## src/rtl/uart_fe_pkg.sv

```systemverilog
// Shared offsets and types for the serial-port register front end.
// Assumes 17-bit word offsets: bit 16 set means the offset ran past the
// 16-bit window and maps to no register.
package uart_fe_pkg;

    localparam int WORD_W = 32;
    localparam int OFF_W  = 17;

    localparam logic [OFF_W-1:0] OFF_DATA  = 17'h0_0000;
    localparam logic [OFF_W-1:0] OFF_IEN   = 17'h0_0004;
    localparam logic [OFF_W-1:0] OFF_IID   = 17'h0_0008;
    localparam logic [OFF_W-1:0] OFF_LCTL  = 17'h0_000C;
    localparam logic [OFF_W-1:0] OFF_MCTL  = 17'h0_0010;
    localparam logic [OFF_W-1:0] OFF_LSTAT = 17'h0_0014;
    localparam logic [OFF_W-1:0] OFF_MSTAT = 17'h0_0018;
    localparam logic [OFF_W-1:0] OFF_SCR   = 17'h0_001C;

    localparam int SEL_BIT = 7;   // divisor-select bit inside line control

    typedef enum logic [1:0] {
        SEQ_IDLE = 2'd0,
        SEQ_RUN  = 2'd1,
        SEQ_DONE = 2'd2
    } seq_state_e;

endpackage

```

## src/rtl/uart_fe_regs.sv

```systemverilog
// Register storage and single-word decode.
// What it does: holds divisor low/high, interrupt enable, line control and
// scratch; returns the read value for the offset presented; flags the
// transmit slot. Assumes one word access per cycle, presented on acc_off.
module uart_fe_regs
    import uart_fe_pkg::*;
#(
    parameter int REG_W = 8
) (
    input  logic              clk,
    input  logic              rst_n,
    input  logic [OFF_W-1:0]  acc_off,
    input  logic              wr_en,
    input  logic [WORD_W-1:0] wr_data,
    output logic [WORD_W-1:0] rd_data,
    output logic              div_sel,
    output logic              tx_slot
);

    localparam int PAD_W = WORD_W - REG_W;

    logic [REG_W-1:0] div_lo_q, div_hi_q, ien_q, lctl_q, scr_q;

    // Storage update for the writable slots.
    always_ff @(posedge clk) begin
        if (!rst_n) begin
            div_lo_q <= '0;
            div_hi_q <= '0;
            ien_q    <= '0;
            lctl_q   <= '0;
            scr_q    <= '0;
        end else if (wr_en) begin
            unique case (acc_off)
                OFF_DATA: if (div_sel) div_lo_q <= wr_data[REG_W-1:0];
                OFF_IEN: begin
                    if (div_sel) div_hi_q <= wr_data[REG_W-1:0];
                    else         ien_q    <= wr_data[REG_W-1:0];
                end
                OFF_LCTL: lctl_q <= wr_data[REG_W-1:0];
                OFF_SCR:  scr_q  <= wr_data[REG_W-1:0];
                default: ;
            endcase
        end
    end

    assign div_sel = lctl_q[SEL_BIT];
    assign tx_slot = (acc_off == OFF_DATA) && !div_sel;

    // Read mux: banked slots, stored slots, zero for everything else.
    always_comb begin
        rd_data = '0;
        unique case (acc_off)
            OFF_DATA: if (div_sel) rd_data = {{PAD_W{1'b0}}, div_lo_q};
            OFF_IEN:  rd_data = div_sel ? {{PAD_W{1'b0}}, div_hi_q}
                                        : {{PAD_W{1'b0}}, ien_q};
            OFF_LCTL: rd_data = {{PAD_W{1'b0}}, lctl_q};
            OFF_SCR:  rd_data = {{PAD_W{1'b0}}, scr_q};
            default:  rd_data = '0;
        endcase
    end

    // a line-control write sets the select bit from data bit 7.
    a_r3_sel_follows_write: assert property (@(posedge clk) disable iff (!rst_n)
        (wr_en && acc_off == OFF_LCTL) |=> (div_sel == $past(wr_data[SEL_BIT])));

endmodule

```

## src/rtl/uart_fe_seq.sv

```systemverilog
// Access sequencer.
// What it does: accepts one request, rejects malformed ones, walks the words
// in ascending order one per cycle, stalls on the transmit handshake, collects
// read words and strobes completion. Assumes req_* hold while req_valid is
// high and until req_ready is seen.
module uart_fe_seq
    import uart_fe_pkg::*;
#(
    parameter int ADDR_W    = 32,
    parameter int LEN_W     = 8,
    parameter int MAX_WORDS = 4
) (
    input  logic                        clk,
    input  logic                        rst_n,
    input  logic                        req_valid,
    input  logic                        req_write,
    input  logic [ADDR_W-1:0]           req_addr,
    input  logic [LEN_W-1:0]            req_bytes,
    input  logic [WORD_W*MAX_WORDS-1:0] req_wdata,
    output logic                        req_ready,
    output logic [WORD_W*MAX_WORDS-1:0] rsp_rdata,
    output logic [OFF_W-1:0]            acc_off,
    output logic                        wr_en,
    output logic [WORD_W-1:0]           wr_data,
    input  logic [WORD_W-1:0]           rd_data,
    input  logic                        tx_slot,
    output logic                        tx_valid,
    input  logic                        tx_ready,
    output logic [7:0]                  tx_data,
    output logic                        tx_flush
);

    localparam int NW_W  = $clog2(MAX_WORDS + 1);
    localparam int IDX_W = (MAX_WORDS > 1) ? $clog2(MAX_WORDS) : 1;
    localparam logic [LEN_W-1:0] MAX_BYTES = LEN_W'(MAX_WORDS * 4);

    seq_state_e                  state_q;
    logic [15:0]                 base_q;
    logic [NW_W-1:0]             nw_q;
    logic [IDX_W-1:0]            idx_q;
    logic                        wr_q;
    logic [WORD_W*MAX_WORDS-1:0] wdata_q;

    logic            accept, req_bad, in_run, want_tx, step, last;
    logic [NW_W-1:0] req_nw;

    assign accept  = (state_q == SEQ_IDLE) && req_valid;
    assign req_bad = (req_addr[1:0] != 2'b00) || (req_bytes[1:0] != 2'b00)
                   || (req_bytes > MAX_BYTES);
    assign req_nw  = NW_W'(req_bytes >> 2);
    assign in_run  = (state_q == SEQ_RUN);
    assign want_tx = in_run && wr_q && tx_slot;
    assign step    = in_run && (!want_tx || tx_ready);
    assign last    = ((NW_W'(idx_q) + NW_W'(1)) == nw_q);

    assign acc_off = {1'b0, base_q} + OFF_W'({idx_q, 2'b00});
    assign wr_data = wdata_q[idx_q*WORD_W +: WORD_W];
    assign wr_en   = step && wr_q;

    assign tx_valid  = want_tx;
    assign tx_data   = wr_data[7:0];
    assign tx_flush  = (wr_data[7:0] == 8'h0A);
    assign req_ready = (state_q == SEQ_DONE);

    // Request latch and word walk.
    always_ff @(posedge clk) begin
        if (!rst_n) begin
            state_q <= SEQ_IDLE;
            base_q  <= '0;
            nw_q    <= '0;
            idx_q   <= '0;
            wr_q    <= 1'b0;
            wdata_q <= '0;
        end else begin
            unique case (state_q)
                SEQ_IDLE: if (req_valid) begin
                    base_q  <= req_addr[15:0];
                    nw_q    <= req_nw;
                    idx_q   <= '0;
                    wr_q    <= req_write;
                    wdata_q <= req_wdata;
                    state_q <= (req_bad || req_nw == '0) ? SEQ_DONE : SEQ_RUN;
                end
                SEQ_RUN: if (step) begin
                    idx_q <= idx_q + IDX_W'(1);
                    if (last) state_q <= SEQ_DONE;
                end
                default: state_q <= SEQ_IDLE;
            endcase
        end
    end

    // One read-word slot per possible word of an access.
    for (genvar g = 0; g < MAX_WORDS; g++) begin : g_slot
        logic [WORD_W-1:0] slot_q;
        // Capture read data for word g; clear at the start of each request.
        always_ff @(posedge clk) begin
            if (!rst_n || accept)
                slot_q <= '0;
            else if (step && !wr_q && idx_q == IDX_W'(g))
                slot_q <= rd_data;
        end
        assign rsp_rdata[g*WORD_W +: WORD_W] = slot_q;
    end

    // an offered byte holds until it is taken.
    a_r10_tx_hold: assert property (@(posedge clk) disable iff (!rst_n)
        (tx_valid && !tx_ready) |=> (tx_valid && $stable(tx_data)));

    // no completion while a byte is waiting.
    a_r10_no_done_while_stalled: assert property (@(posedge clk) disable iff (!rst_n)
        (tx_valid && !tx_ready) |=> !req_ready);

    // completion strobe lasts one cycle.
    a_r11_ready_pulse: assert property (@(posedge clk) disable iff (!rst_n)
        req_ready |=> !req_ready);

endmodule

```

## src/rtl/uart_fe_top.sv

```systemverilog
// Serial-port register front end, top level.
// What it does: joins the access sequencer to the register storage and
// exposes the request port and the transmit byte stream. Assumes a single
// requester that holds its request until the completion strobe.
module uart_fe_top
    import uart_fe_pkg::*;
#(
    parameter int ADDR_W    = 32,
    parameter int LEN_W     = 8,
    parameter int MAX_WORDS = 4,
    parameter int REG_W     = 8
) (
    input  logic                        clk,
    input  logic                        rst_n,
    input  logic                        req_valid,
    input  logic                        req_write,
    input  logic [ADDR_W-1:0]           req_addr,
    input  logic [LEN_W-1:0]            req_bytes,
    input  logic [WORD_W*MAX_WORDS-1:0] req_wdata,
    output logic                        req_ready,
    output logic [WORD_W*MAX_WORDS-1:0] rsp_rdata,
    output logic                        tx_valid,
    input  logic                        tx_ready,
    output logic [7:0]                  tx_data,
    output logic                        tx_flush
);

    logic [OFF_W-1:0]  acc_off;
    logic              wr_en;
    logic [WORD_W-1:0] wr_data;
    logic [WORD_W-1:0] rd_data;
    logic              div_sel;
    logic              tx_slot;

    uart_fe_seq #(
        .ADDR_W    (ADDR_W),
        .LEN_W     (LEN_W),
        .MAX_WORDS (MAX_WORDS)
    ) u_seq (
        .clk       (clk),
        .rst_n     (rst_n),
        .req_valid (req_valid),
        .req_write (req_write),
        .req_addr  (req_addr),
        .req_bytes (req_bytes),
        .req_wdata (req_wdata),
        .req_ready (req_ready),
        .rsp_rdata (rsp_rdata),
        .acc_off   (acc_off),
        .wr_en     (wr_en),
        .wr_data   (wr_data),
        .rd_data   (rd_data),
        .tx_slot   (tx_slot),
        .tx_valid  (tx_valid),
        .tx_ready  (tx_ready),
        .tx_data   (tx_data),
        .tx_flush  (tx_flush)
    );

    uart_fe_regs #(
        .REG_W (REG_W)
    ) u_regs (
        .clk     (clk),
        .rst_n   (rst_n),
        .acc_off (acc_off),
        .wr_en   (wr_en),
        .wr_data (wr_data),
        .rd_data (rd_data),
        .div_sel (div_sel),
        .tx_slot (tx_slot)
    );

    // characters leave only while the divisor bank is hidden.
    a_r5_tx_needs_sel_clear: assert property (@(posedge clk) disable iff (!rst_n)
        tx_valid |-> !div_sel);

    // leaving reset, nothing is offered or completed and the bank is hidden.
    a_r1_reset_quiet: assert property (@(posedge clk) disable iff (!rst_n)
        $rose(rst_n) |-> (!tx_valid && !req_ready && !div_sel));

endmodule

```

## config.mk

```make
export PLATFORM = sky130hd
export DESIGN_NAME = uart_fe_top
export DESIGN_NICKNAME = d
export VERILOG_FILES = /design/src/rtl/uart_fe_pkg.sv /design/src/rtl/uart_fe_regs.sv /design/src/rtl/uart_fe_seq.sv /design/src/rtl/uart_fe_top.sv
export SDC_FILE = /design/constraint.sdc
export NUM_CORES = 1
export LEC_CHECK = 0
export ABC_AREA = 1
export BUFFER_PORTS_ARGS = -buffer_cell sky130_fd_sc_hd__buf_2
export CAP_MARGIN = 20
export CORE_MARGIN = 1.5
export CORE_UTILIZATION = 39
export DETAILED_ROUTE_END_ITERATION = 7
export PLACE_DENSITY = 0.69
export SETUP_SLACK_MARGIN = 0.05
export SLEW_MARGIN = 5
export SYNTH_ARGS = -nofsm -noshare
export SYNTH_HDL_FRONTEND = slang
export SYNTH_SLANG_ARGS = --single-unit
```

## constraint.sdc

```tcl
create_clock -name clk -period 3.3 [get_ports clk]
set_input_delay 0.495 -clock clk [delete_from_list [all_inputs] [get_ports clk]]
set_output_delay 0.495 -clock clk [all_outputs]
set_load 0.005 [all_outputs]
```

# [Word level (Yosys, flattened, before mapping)]
# Cells that the tools add are included.
[totals] register_bits=320 input_bits=173
[op_classes] addsub=3 magnitude_cmp=1 eq_ne=13 shifts=1 n_mux=11 bitwise_logic=1 n_reduce_logical=35
[op_table] cell="32-bit case mux with 4 select lines" n=1
[op_table] cell="128-bit by 8-bit variable part select with 8-bit output" n=1
[op_table] cell="16-bit by 4-bit adder with 17-bit output" n=1
[op_table] cell="17-bit by 3-bit == test with 1-bit output (second input constant)" n=1
[op_table] cell="17-bit by 4-bit == test with 1-bit output (second input constant)" n=1
[op_table] cell="17-bit by 5-bit == test with 1-bit output (second input constant)" n=1
[op_table] cell="17-bit zero test" n=1
[op_table] cell="8-bit two-way mux" n=2
[op_table] cell="3-bit AND reduction" n=5
[op_table] cell="2-bit two-way mux" n=6
[op_table] cell="1-bit logical AND" n=11
[op_table] cell="8-bit by 4-bit == test with 1-bit output (second input constant)" n=1
[op_table] cell="8-bit by 5-bit > comparator with 1-bit output (second input constant)" n=1
[op_table] cell="2-bit case mux with 2 select lines" n=2
[op_table] cell="2-bit == test (second input constant)" n=3
[op_table] cell="2-bit inequality test (second input constant)" n=3
[op_table] cell="2-bit AND reduction" n=3
[op_table] cell="2-bit nonzero test" n=3
[op_table] cell="1-bit logical OR" n=5
[op_table] cell="2-bit by 1-bit == test with 1-bit output (second input constant)" n=2
[op_table] cell="1-bit zero test" n=4
[op_table] cell="2-bit zero test" n=2
[op_table] cell="2-bit by 1-bit adder with 3-bit output (second input constant)" n=1
[op_table] cell="3-bit == test" n=1
[op_table] cell="other kinds (3)" n=3

# [Longest topological paths before layout]
# Gate-level depths: netlist of the first run.
[logic_depth] depth_word=9 mapped_depth=19

# [Hierarchy]
# From an unflattened synthesis of the first run, not the netlist that was laid out.
[hier_totals] hier_cells=1887 hier_area_um2=13576.8
[by_module_without_submodules] mod="uart_fe_seq" instances=1 cells_each=1539 area_each_um2=11162.0 seq_area_each_um2=5605.4
[by_module_without_submodules] mod="uart_fe_regs" instances=1 cells_each=348 area_each_um2=2414.8 seq_area_each_um2=800.8

# [Least setup slack after synthesis of the first run]
# OpenSTA, ideal clock, no wires.
[synth_path] path_type="register to register" startpoint="register u_seq.idx_q[1]" endpoint="register u_regs.div_hi_q[2]" setup_time_ps=114 t_arrival_ps=2607 path_slack_ps=579 path_stages_with_launch=19 path_buffers=2 path_cell_list="dfxtp_1 inv_1 buf_1 fa_1 inv_1 nand2_1 nor2_1 nand2_1 nand2_1 nand2_1 nor2_4 nand3_4 nor2_4 nand3_4 nand3_2 buf_6 nand2_1 nand2_1 nor2_1"
[synth_between] elab_chain_len=9 elab_cells_between_ends=11 cone_classes="add/sub: 1; eq/ne: 1; shift: 1; reduce/logical: 8"
[synth_lines] item="from (decl)" line_no="uart_fe_seq.sv:40" text="logic [IDX_W-1:0] idx_q;"
[synth_lines] item="from (signal assigned)" line_no="uart_fe_seq.sv:85" text="idx_q <= idx_q + IDX_W'(1);"
[synth_lines] item="16-bit by 4-bit adder with 17-bit output" line_no="uart_fe_seq.sv:56" text="assign acc_off = {1'b0, base_q} + OFF_W'({idx_q, 2'b00});"
[synth_lines] item="17-bit zero test" line_no="uart_fe_regs.sv:47" text="assign tx_slot = (acc_off == OFF_DATA) && !div_sel;"
[synth_lines] item="1-bit logical AND" line_no="uart_fe_regs.sv:47"
[synth_lines] item="1-bit logical AND" line_no="uart_fe_seq.sv:52" text="assign want_tx = in_run && wr_q && tx_slot;"
[synth_lines] item="1-bit zero test" line_no="uart_fe_seq.sv:53" text="assign step = in_run && (!want_tx || tx_ready);"
[synth_lines] item="1-bit logical OR" line_no="uart_fe_seq.sv:53"
[synth_lines] item="1-bit logical AND" line_no="uart_fe_seq.sv:53"
[synth_lines] item="1-bit logical AND" line_no="uart_fe_seq.sv:58" text="assign wr_en = step && wr_q;"
[synth_lines] item="3-bit AND reduction (no source line)"
[synth_lines] item="to (signal assigned)" line_no="uart_fe_regs.sv:36" text="if (div_sel) div_hi_q <= wr_data[REG_W-1:0];"
[synth_lines] item="to (decl)" line_no="uart_fe_regs.sv:22" text="logic [REG_W-1:0] div_lo_q, div_hi_q, ien_q, lctl_q, scr_q;"
# Parallel ways exist; a longest one is shown, timed or not.
# A chain may end at the register's enable or synchronous reset.

# [Final worst setup path of the first run]
[layout_path] startpoint="register u_seq.idx_q[0]" endpoint="output port tx_valid"
[layout_between] elab_chain_len=4
[layout_lines] item="16-bit by 4-bit adder with 17-bit output" line_no="uart_fe_seq.sv:56"
[layout_lines] item="17-bit zero test" line_no="uart_fe_regs.sv:47"
[layout_lines] item="1-bit logical AND" line_no="uart_fe_regs.sv:47"
[layout_lines] item="1-bit logical AND" line_no="uart_fe_seq.sv:52"
[layout_lines] item="to (decl)" line_no="uart_fe_top.sv:22" text="output logic tx_valid,"
# No other way between the ends.

==> impl_metrics.yaml, run 1 <==
outcome:
  outcome: "completed"
cts:
  postCtsHoldBufs: 0
  cts_made_buffers: 17
  cts.sinks: 128
  h-tree-depth: 4
  cts_tree: "yes"
  cts-root-buf: "clkbuf_16"
  clk_latency_ns: 0.42
  clk_pin_slew_ns: 0.06
  cts.path.max_buffers: 2
timing:
  post-route-min-period_ns: 3.068
  rsz0062_at_grt: "no"
  maxSlewViolCount: 0
  clock_skew_ns: 0.008168
  tns_ns: 0
  final_hold_viol_count: 0
  setup_violations: 0
  tightest_slew_ns: 0.5811
  max_freq_mhz: 326.0
  period_share: 0.9296
  maxSlewHeadroom: 0.6122
yosys:
  avgSynthCellArea_um2: 6.678
  synth_ff_type: "dfxtp_1"
  ys_types: 35
  synth_area_um2: 6818
  synth_edf_count: 0
  ys_ff_latch: 128
  syn_inst: 1021
  yosysSeqAreaShare: 0.3758
  async_flop_share: 0
  yosys_warnings: 0
global_routing:
  grt_pass1_wl_mm: 26.20
  grt_pass1_vias: 5425
  grt_max_degree: 47
  gr-total-overflow: 0
  grt_util_all_layers: 0.1804
  antenna_found_initial: 1
route:
  wl_mm: 15.92
  drcViolationCount: 0
  drt_iter0_drc: 418
  wl_per_cell_um: 11.72
  via_per_inst: 4.560
  first_pass_iters: 5
  vias: 6197
  postRouteAntennaNets: 0
power_and_ir_drop:
  p_int_uw: 3049
  seqPwrFrac: 0.402
  power.net_switching_uw: 1161
  p_leak_uw: 0.003977
  netSwitchingFraction: 0.2758
  ir_drop_uv: 491.9
  p_clk_frac: 0.464
  design_power_total_uw: 4209
  power_density_nw_per_um2: 535.9
  combPwrFrac: 0.134
floorplanning:
  fp.dieArea_um2: 18280
  die_w_um: 135.2
  std_cell_rows: 48
  core_um2: 17180
  io_pins: 312
  start_util: 0.3969
  dieHeight_um: 135.2
layout:
  final_util: 0.4573
  stdcell_count: 1359
  n_antenna_cell: 0
  drive_above_1_share: 0.1640
  layout_common_cells: "nor2_1, nand2_1, dfxtp_1"
  fillers: 1780
  fin_area_um2: 7855
  layout_commonest_cell: "nor2_1"
  syn_to_final_growth_pct: 15.21
  nets: 1301
placed_design:
  gp_congestion: 0.8019
  dp_hpwl_mm: 11.14
  place_area_um2: 7204
  port_buffers: 103
  placedCellCount: 1325
worst_setup_path:
  rr_worst_depth: 19
  endpoint_kind: "primary output"
  worstSetupPathType: "flop to primary output"
  crit_arrival_ns: 2.57
  cp-start-kind: "flop"
  cp.required_ns: 2.80
  crit_fanout: 5
job:
  max-cap-violations: 0
worst_hold_path:
  whs_path_depth: 3
  min_path_type: "input pin to flop"
==> layout make-up <==
| class | count | area (µm²) | share of cell area |
|---|---|---|---|
| clock inverters | 14 | 180.2 | 0.02294 |
| flip-flops and latches | 128 | 2562 | 0.3262 |
| well taps | 225 | 281.5 | 0.03584 |
| multi-input cells | 745 | 3324 | 0.4232 |
| repair buffers | 124 | 673.1 | 0.08570 |
| inverters | 105 | 394.1 | 0.05018 |
| clock buffers | 18 | 439.2 | 0.05591 |
==> cells in the mapped netlist (4+ instances only) <==
cell type	count	share of area
buf_1	7	0.0039
dfxtp_1	128	0.38
nor4_1	4	0.0037
nor2_4	5	0.0083
clkbuf_1	26	0.014
nand3_1	63	0.046
nor3_1	5	0.0037
nor2_1	245	0.13
ha_1	6	0.011
nand4_1	12	0.011
a32oi_1	6	0.0077
a21oi_1	30	0.022
buf_4	100	0.11
inv_1	95	0.052
nand3_2	4	0.0059
nand2_1	180	0.099
inv_2	8	0.0044
o21ai_0	67	0.049
==> sequential cells by signal (all words and copies together), names as in the netlist <==
register,cells
u_seq.wdata_q,32
u_regs.ien_q,8
u_seq.idx_q,2
u_seq.base_q,16
u_regs.div_hi_q,8
u_seq.state_q,2
u_regs.div_lo_q,8
u_seq.nw_q,3
u_regs.lctl_q,8
u_seq.g_slot.slot_q,32
u_regs.scr_q,8
u_seq.wr_q,1
==> cells by family after synthesis <==
| kind of cell | count (synthesis) | share of synthesized area |
|---|---|---|
| and+or+nand+nor | 528 | 0.3270 |
| other | 1 | 0.0005500 |
| DFF | 128 | 0.3758 |
| xor gates and xnor gates | 4 | 0.005139 |
| adders and majority gates | 7 | 0.01395 |
| AOI/OAI and AO/OA | 110 | 0.08589 |
| buffers and inverters | 243 | 0.1916 |
==> path summary, 6_finish.rpt <==
| check | startpoint | end | slack [ns] |
|---|---|---|---|
| worst max-delay path | u_seq.idx_q[0]$_SDFFE_PN0P_ | tx_valid | 0.23 |
| worst min-delay path | req_wdata[68] | u_seq.wdata_q[68]$_SDFFE_PN0P_ | 0.29 |
| worst max register to register | u_seq.idx_q[0]$_SDFFE_PN0P_ | u_seq.g_slot[0].slot_q[2]$_SDFFE_PP0P_ | 0.44 |
| worst min register to register | u_regs.div_lo_q[4]$_SDFFE_PN0P_ | u_regs.div_lo_q[4]$_SDFFE_PN0P_ | 0.46 |
==> worst max-delay path, stage by stage (launching register included) <==
cell     delay, ns
dfxtp_1       0.33
ha_2          0.20
inv_1         0.05
fa_1          0.42
inv_2         0.10
nand2_1       0.09
nor2_2        0.14
nand2_1       0.07
nand2_1       0.06
nand2_1       0.08
nor2_4        0.11
nand3_4       0.13
nor3b_4       0.22
buf_2         0.15
==> power groups by stage <==
stage / sequential (µW) / clock (µW) / combinational (µW)
after floorplan: 1710 / 0 / 446
after global placement: 1720 / 0 / 545
after detailed placement: 1720 / 0 / 551
after CTS: 1690 / 1980 / 555
after global routing: 1700 / 2040 / 648
final: 1690 / 1950 / 564
==> stage by stage <==
step | setup WS, ns | hold slack, ns
3_5_place_dp | 0.3741 | 0.4440
2_1_floorplan | 0.5793 | 0.4301
6_report | 0.2324 | 0.2893
4_1_cts | 0.08334 | 0.2818
3_3_place_gp | 0.4249 | 0.4395
5_1_grt | 0.07197 | 0.2914
==> layer usage <==
layer,routed length (µm),vias up,track usage
met1,7467,2774,0.2324
li1,-,3195,-
met2,7295,212,0.2973
met5,16,-,0
met3,1019,14,0.04976
met4,122,2,0.04779
==> timing repair <==
| action | 4_1_cts | 5_1_grt |
|---|---|---|
| setup buffers | 0 | 2 |
| setup endpoints to repair | 1 | 5 |
| gates cloned | 0 | 0 |
| gates resized for setup | 1 | 4 |
No activity file was read; power rests on OpenSTA's default activity.
==> inputs of run 2 (changes only) <==
PLACE_DENSITY = 0.75   (was 0.69)
SLEW_MARGIN = unset   (was 5)
==> run 2 against run 1 <==
Non-clock buffer count shrank 1. Flip-flop and latch count is the same. Design area shrank 0.83%. Die area is the same. Worst hold slack gained 0.0020 ns. Via count grew 1.1%. Largest cell class unchanged. Maximum frequency grew 0.83%. Core utilization shrank 0.38 points. Clock skew grew 0.0027 ns. Routed wire length grew 1.8%.
==> impl_metrics.yaml, run 2 (synthesis gave the netlist of run 1 again) <==
cts:
  clk_latency_ns: 0.42
  postCtsHoldBufs: 0
  cts_made_buffers: 17
  cts.sinks: 128
  cts-root-buf: "clkbuf_16"
  cts.path.max_buffers: 2
  cts_tree: "yes"
  h-tree-depth: 4
  clk_pin_slew_ns: 0.06
timing:
  maxSlewViolCount: 0
  setup_violations: 0
  clock_skew_ns: 0.01083
  tns_ns: 0
  maxSlewHeadroom: 0.5622
  period_share: 0.9219
  final_hold_viol_count: 0
  tightest_slew_ns: 0.6567
  rsz0062_at_grt: "yes"
  hold_slack_ns: 0.2913
  max_freq_mhz: 328.7
  post-route-min-period_ns: 3.042
worst_setup_path:
  endpoint_kind: "primary output"
  worstSetupPathType: "flop to primary output"
  reg2reg_slack_ns: 0.40
  crit_arrival_ns: 2.55
  cp-start-kind: "flop"
  cp.required_ns: 2.80
  timing.rr.start: "u_seq.idx_q[0]$_SDFFE_PN0P_"
  crit_fanout: 22
  startpoint: "u_seq.idx_q[0]$_SDFFE_PN0P_"
layout:
  syn_to_final_growth_pct: 14.26
  fillers: 1815
  layout_commonest_cell: "nor2_1"
  layout_common_cells: "nor2_1, nand2_1, dfxtp_1"
  drive_above_1_share: 0.1615
  largestRegisters: "u_seq.g_slot.slot_q x32, u_seq.wdata_q x32, u_seq.base_q x16"
  nets: 1300
global_routing:
  gr-total-overflow: 0
  grt_pass1_vias: 5455
  grt_util_all_layers: 0.1812
  grt_pass1_wl_mm: 26.35
  antenna_found_initial: 2
  grt_max_degree: 73
power_and_ir_drop:
  seqPwrFrac: 0.422
  ir_drop_uv: 400.6
  p_clk_frac: 0.438
  power_density_nw_per_um2: 515.7
  power.net_switching_uw: 1131
  p_leak_uw: 0.003946
  netSwitchingFraction: 0.2814
  combPwrFrac: 0.140
  design_power_total_uw: 4017
  p_int_uw: 2887
route:
  wl_mm: 16.21
  drcViolationCount: 0
  wl_per_cell_um: 11.93
  postRouteAntennaNets: 0
  vias: 6267
  drt_iter0_drc: 400
  via_per_inst: 4.611
  first_pass_iters: 5
outcome:
  outcome: "completed"
floorplanning:
  fp.dieArea_um2: 18280
  core_um2: 17180
  std_cell_rows: 48
  start_util: 0.3969
  die_w_um: 135.2
  io_pins: 312
  dieHeight_um: 135.2
placed_design:
  gp_congestion: 0.8464
  dp_hpwl_mm: 11.10
  port_buffers: 103
worst_hold_path:
  min_path_type: "input pin to flop"
  min_from: "req_wdata[69]"
job:
  max-cap-violations: 0
==> run 2: changes by cell type in the layout (fill, tap and decap cells not counted), sizes merged <==
cell and change:
inv -2, diode +1, clkbuf +2, buf -1, bufinv -2, clkinv +2
==> run 2: cell type report <==
cell class / instances / area [µm²] / area share
multi-input combinational: 745 / 3327 / 0.4271
timing repair buffer: 123 / 665.6 / 0.08545
clock buffer: 20 / 446.7 / 0.05734
clock inverter: 12 / 110.1 / 0.01413
tap: 225 / 281.5 / 0.03614
sequential: 128 / 2562 / 0.3289
inverter: 105 / 394.1 / 0.05059
antenna: 1 / 2.502 / 0.0003212
==> run 2: worst max-delay path: stages, from the launching register on <==
cell and delay [ns]:
dfxtp_1 0.31, buf_4 0.21, inv_1 0.42, o21ai_0 0.14, o22ai_1 0.13, buf_4 0.21
inv_1 0.05, nor4_1 0.33, and2_1 0.19, buf_2 0.11
==> run 2: path summary, 6_finish.rpt <==
path | to | cells after the start
min reg2reg | u_regs.div_lo_q[5]$_SDFFE_PN0P_ | 2
max | tx_flush | 9
min | u_seq.wdata_q[69]$_SDFFE_PN0P_ | 3
max reg2reg | u_regs.div_hi_q[6]$_SDFFE_PN0P_ | 15
==> run 2: metrics by stage <==
stage | worst slack (ns) | util | cells | area (µm²)
finish | 0.2577 | 0.4535 | 1359 | 7790
global route | 0.04978 | 0.4534 | 1358 | 7787
CTS | 0.08382 | 0.4513 | 1355 | 7751
detailed placement | 0.3683 | 0.4186 | 1323 | 7189
global placement | 0.4256 | 0.4186 | 1323 | 7189
floorplan | 0.5793 | - | 1116 | 7174
==> run 2: what timing repair did <==
action | CTS | global route
buffers inserted | 0 | 3
hold endpoints to repair | 0 | 0
gates cloned | 0 | 0
pin swaps | 0 | 2
gates resized for setup | 1 | 4
endpoints found under the setup margin | 1 | 2
==> run 2: routing by layer <==
| metal | wire length (µm) | track usage |
|---|---|---|
| met5 | 0 | 0 |
| met4 | 395 | 0.08065 |
| met3 | 1130 | 0.04415 |
| met2 | 7403 | 0.2971 |
| met1 | 7276 | 0.2257 |
==> run 2: power groups by stage <==
stage | Clock, µW | Combinational (µW) | Sequential [µW]
after global placement | 0 | 539 | 1720
after CTS | 1790 | 551 | 1690
after floorplan | 0 | 446 | 1710
after global routing | 1860 | 646 | 1700
final | 1760 | 564 | 1690
after detailed placement | 0 | 545 | 1720
==> inputs of run 3 (changes only) <==
CORE_ASPECT_RATIO = 0.5   (was unset)
REMOVE_ABC_BUFFERS = 1   (was unset)
==> run 3 against run 2 <==
Total power rose by 4.3%. Flip-flop and latch count did not move. Register-to-register slack got worse by 0.02 ns. Maximum frequency fell by 2.7%. Die area rose by 0.27%. Critical path depth rose by 2. Setup slack got worse by 0.083 ns. Clock skew rose by 0.00079 ns. First-iteration DRC count rose by 7.0%. Core utilization rose by 1.6 points. Critical path type unchanged. Largest cell class unchanged. Highest routed layer unchanged.
==> impl_metrics.yaml, run 3 (synthesis gave the netlist of run 1 again) <==
worst_setup_path:
  cp-start-kind: "flop"
  reg2reg_slack_ns: 0.38
  cp.required_ns: 2.80
  crit_chain: "ha_1 -> inv_1 -> fa_1 -> inv_1 -> nand2_1 -> o21ai_1 -> nand2_1 -> nor2_1 -> nand3_4 -> nor3b_4 -> buf_2"
  worstSetupPathType: "flop to primary output"
  regToRegEndpoint: "u_regs.div_hi_q[0]$_SDFFE_PN0P_"
  critPathTopFamily: "simple AND/OR/NAND/NOR gates"
  crit_path_max_incr_delay_ns: 0.39
  timing.rr.start: "u_seq.base_q[2]$_SDFFE_PN0P_"
  cp_slowest_cell: "fa_1"
  endpoint_kind: "primary output"
  worst-path-buf-inv: 3
  crit_arrival_ns: 2.63
  crit_fanout: 7
  rr_worst_depth: 15
global_routing:
  grt_pass1_wl_mm: 27.30
  gr-usage-met2: 0.3273
  use_met1: 0.2397
  grt_max_degree: 47
  grt_util_all_layers: 0.1901
  gr-total-overflow: 0
  antenna_found_initial: 0
  met3_usage: 0.03467
  busiest_layer: "met2"
  grt_pass1_vias: 5611
route:
  wl_per_cell_um: 12.52
  vias: 6252
  postRouteAntennaNets: 0
  drcViolationCount: 0
  first_pass_iters: 5
  via_per_inst: 4.607
  wl_mm: 16.99
  drt_iter0_drc: 428
layout:
  nets: 1297
  final_util: 0.4694
  layout_common_cells: "nor2_1, nand2_1, dfxtp_1"
  n_antenna_cell: 0
  drive_above_1_share: 0.1611
  fin_area_um2: 7849
  multi_input_area_um2: 3342
  seq_area_um2: 2564
  stdcell_count: 1357
  largestRegisters: "u_seq.g_slot.slot_q x32, u_seq.wdata_q x32, u_seq.base_q x16"
  syn_to_final_growth_pct: 15.12
  fillers: 1693
  layout_commonest_cell: "nor2_1"
timing:
  rsz0062_at_grt: "yes"
  post-route-min-period_ns: 3.125
  worst_slack_ns: 0.1746
  hold_slack_ns: 0.3019
  maxSlewHeadroom: 0.5011
  period_share: 0.9471
  setup_violations: 0
  final_hold_viol_count: 0
  maxSlewViolCount: 0
  max_freq_mhz: 320.0
  clock_skew_ns: 0.01162
  tightest_slew_ns: 0.7484
power_and_ir_drop:
  ir_drop_uv: 365.0
  netSwitchingFraction: 0.2762
  power_density_nw_per_um2: 534.0
  seqPwrFrac: 0.403
  combPwrFrac: 0.135
  p_leak_uw: 0.003965
  p_int_uw: 3033
  power.net_switching_uw: 1158
  p_clk_frac: 0.462
placed_design:
  dp_hpwl_mm: 11.45
  port_buffers: 103
  placedCellCount: 1325
  place_area_um2: 7204
  dpl_worst_slack_ns: 0.2621
  gp_congestion: 0.8854
floorplanning:
  start_util: 0.4077
  std_cell_rows: 33
  fp.dieArea_um2: 18330
  dieHeight_um: 96.49
  io_pins: 312
  core_um2: 16720
  die_w_um: 190.0
cts:
  postCtsHoldBufs: 0
  cts-root-buf: "clkbuf_16"
  cts_tree: "yes"
  clk_pin_slew_ns: 0.06
  cts.path.max_buffers: 2
  cts.sinks: 128
  clk_latency_ns: 0.41
  cts_made_buffers: 17
  h-tree-depth: 4
outcome:
  outcome: "completed"
worst_hold_path:
  min_to: "u_seq.base_q[14]$_SDFFE_PN0P_"
  min_from: "req_addr[14]"
  min_path_type: "input pin to flop"
  whs_path_depth: 3
job:
  max-cap-violations: 0
[run 3: tightest hold or removal path, delay by kind of cell]
family        cells  cell delay [ns]
simple gates      2             0.11
buf+inv           1             0.08
[run 3: routing by layer]
metal / routed length [µm] / share of wire
met5: 0 / 0
met4: 276 / 0.016
met3: 1153 / 0.068
met2: 7709 / 0.45
met1: 7850 / 0.46
[run 3: cell type report]
cell class | instances | share of cell area
inverter | 105 | 0.05069
multi-input combinational | 745 | 0.4258
tap | 227 | 0.03619
clock buffer | 19 | 0.05643
sequential | 128 | 0.3266
timing repair buffer | 120 | 0.08353
clock inverter | 13 | 0.02072
[run 3: power by group through the flow]
stage	registers (µW)	clock network, µW	logic [µW]
finish	1690	1940	565
global route	1700	2030	642
CTS	1690	1960	559
detailed placement	1720	0	555
global placement	1720	0	543
floorplan	1710	0	330
[run 3: worst max-delay path by stage]
stage               slack, ns                                      to                    startpoint  cells after the start
floorplan               -0.42  u_seq.g_slot[0].slot_q[0]$_SDFFE_PP0P_                     req_valid                      7
detailed placement       0.26         u_regs.div_lo_q[7]$_SDFFE_PN0P_   u_seq.idx_q[1]$_SDFFE_PN0P_                     14
CTS                      0.10                                tx_valid  u_seq.base_q[2]$_SDFFE_PN0P_                     13
global placement         0.38         u_regs.div_lo_q[0]$_SDFFE_PN0P_   u_seq.idx_q[1]$_SDFFE_PN0P_                     12
global route            -0.06                                tx_valid  u_seq.base_q[2]$_SDFFE_PN0P_                     11
finish                   0.17                                tx_valid  u_seq.base_q[2]$_SDFFE_PN0P_                     11
[run 3: timing repair]
item,CTS,global route
setup buffers,0,0
hold endpoints to repair,0,0
setup endpoints to repair,1,16
resized for setup,1,7
pin swaps,0,0
[run 3: metrics by stage]
stage,power [µW],setup TNS [ns]
2_1_floorplan,2043,-13.58
4_1_cts,4207,0
5_1_grt,4369,-0.05745
3_3_place_gp,2260,0
6_report,4191,0
3_5_place_dp,2276,0
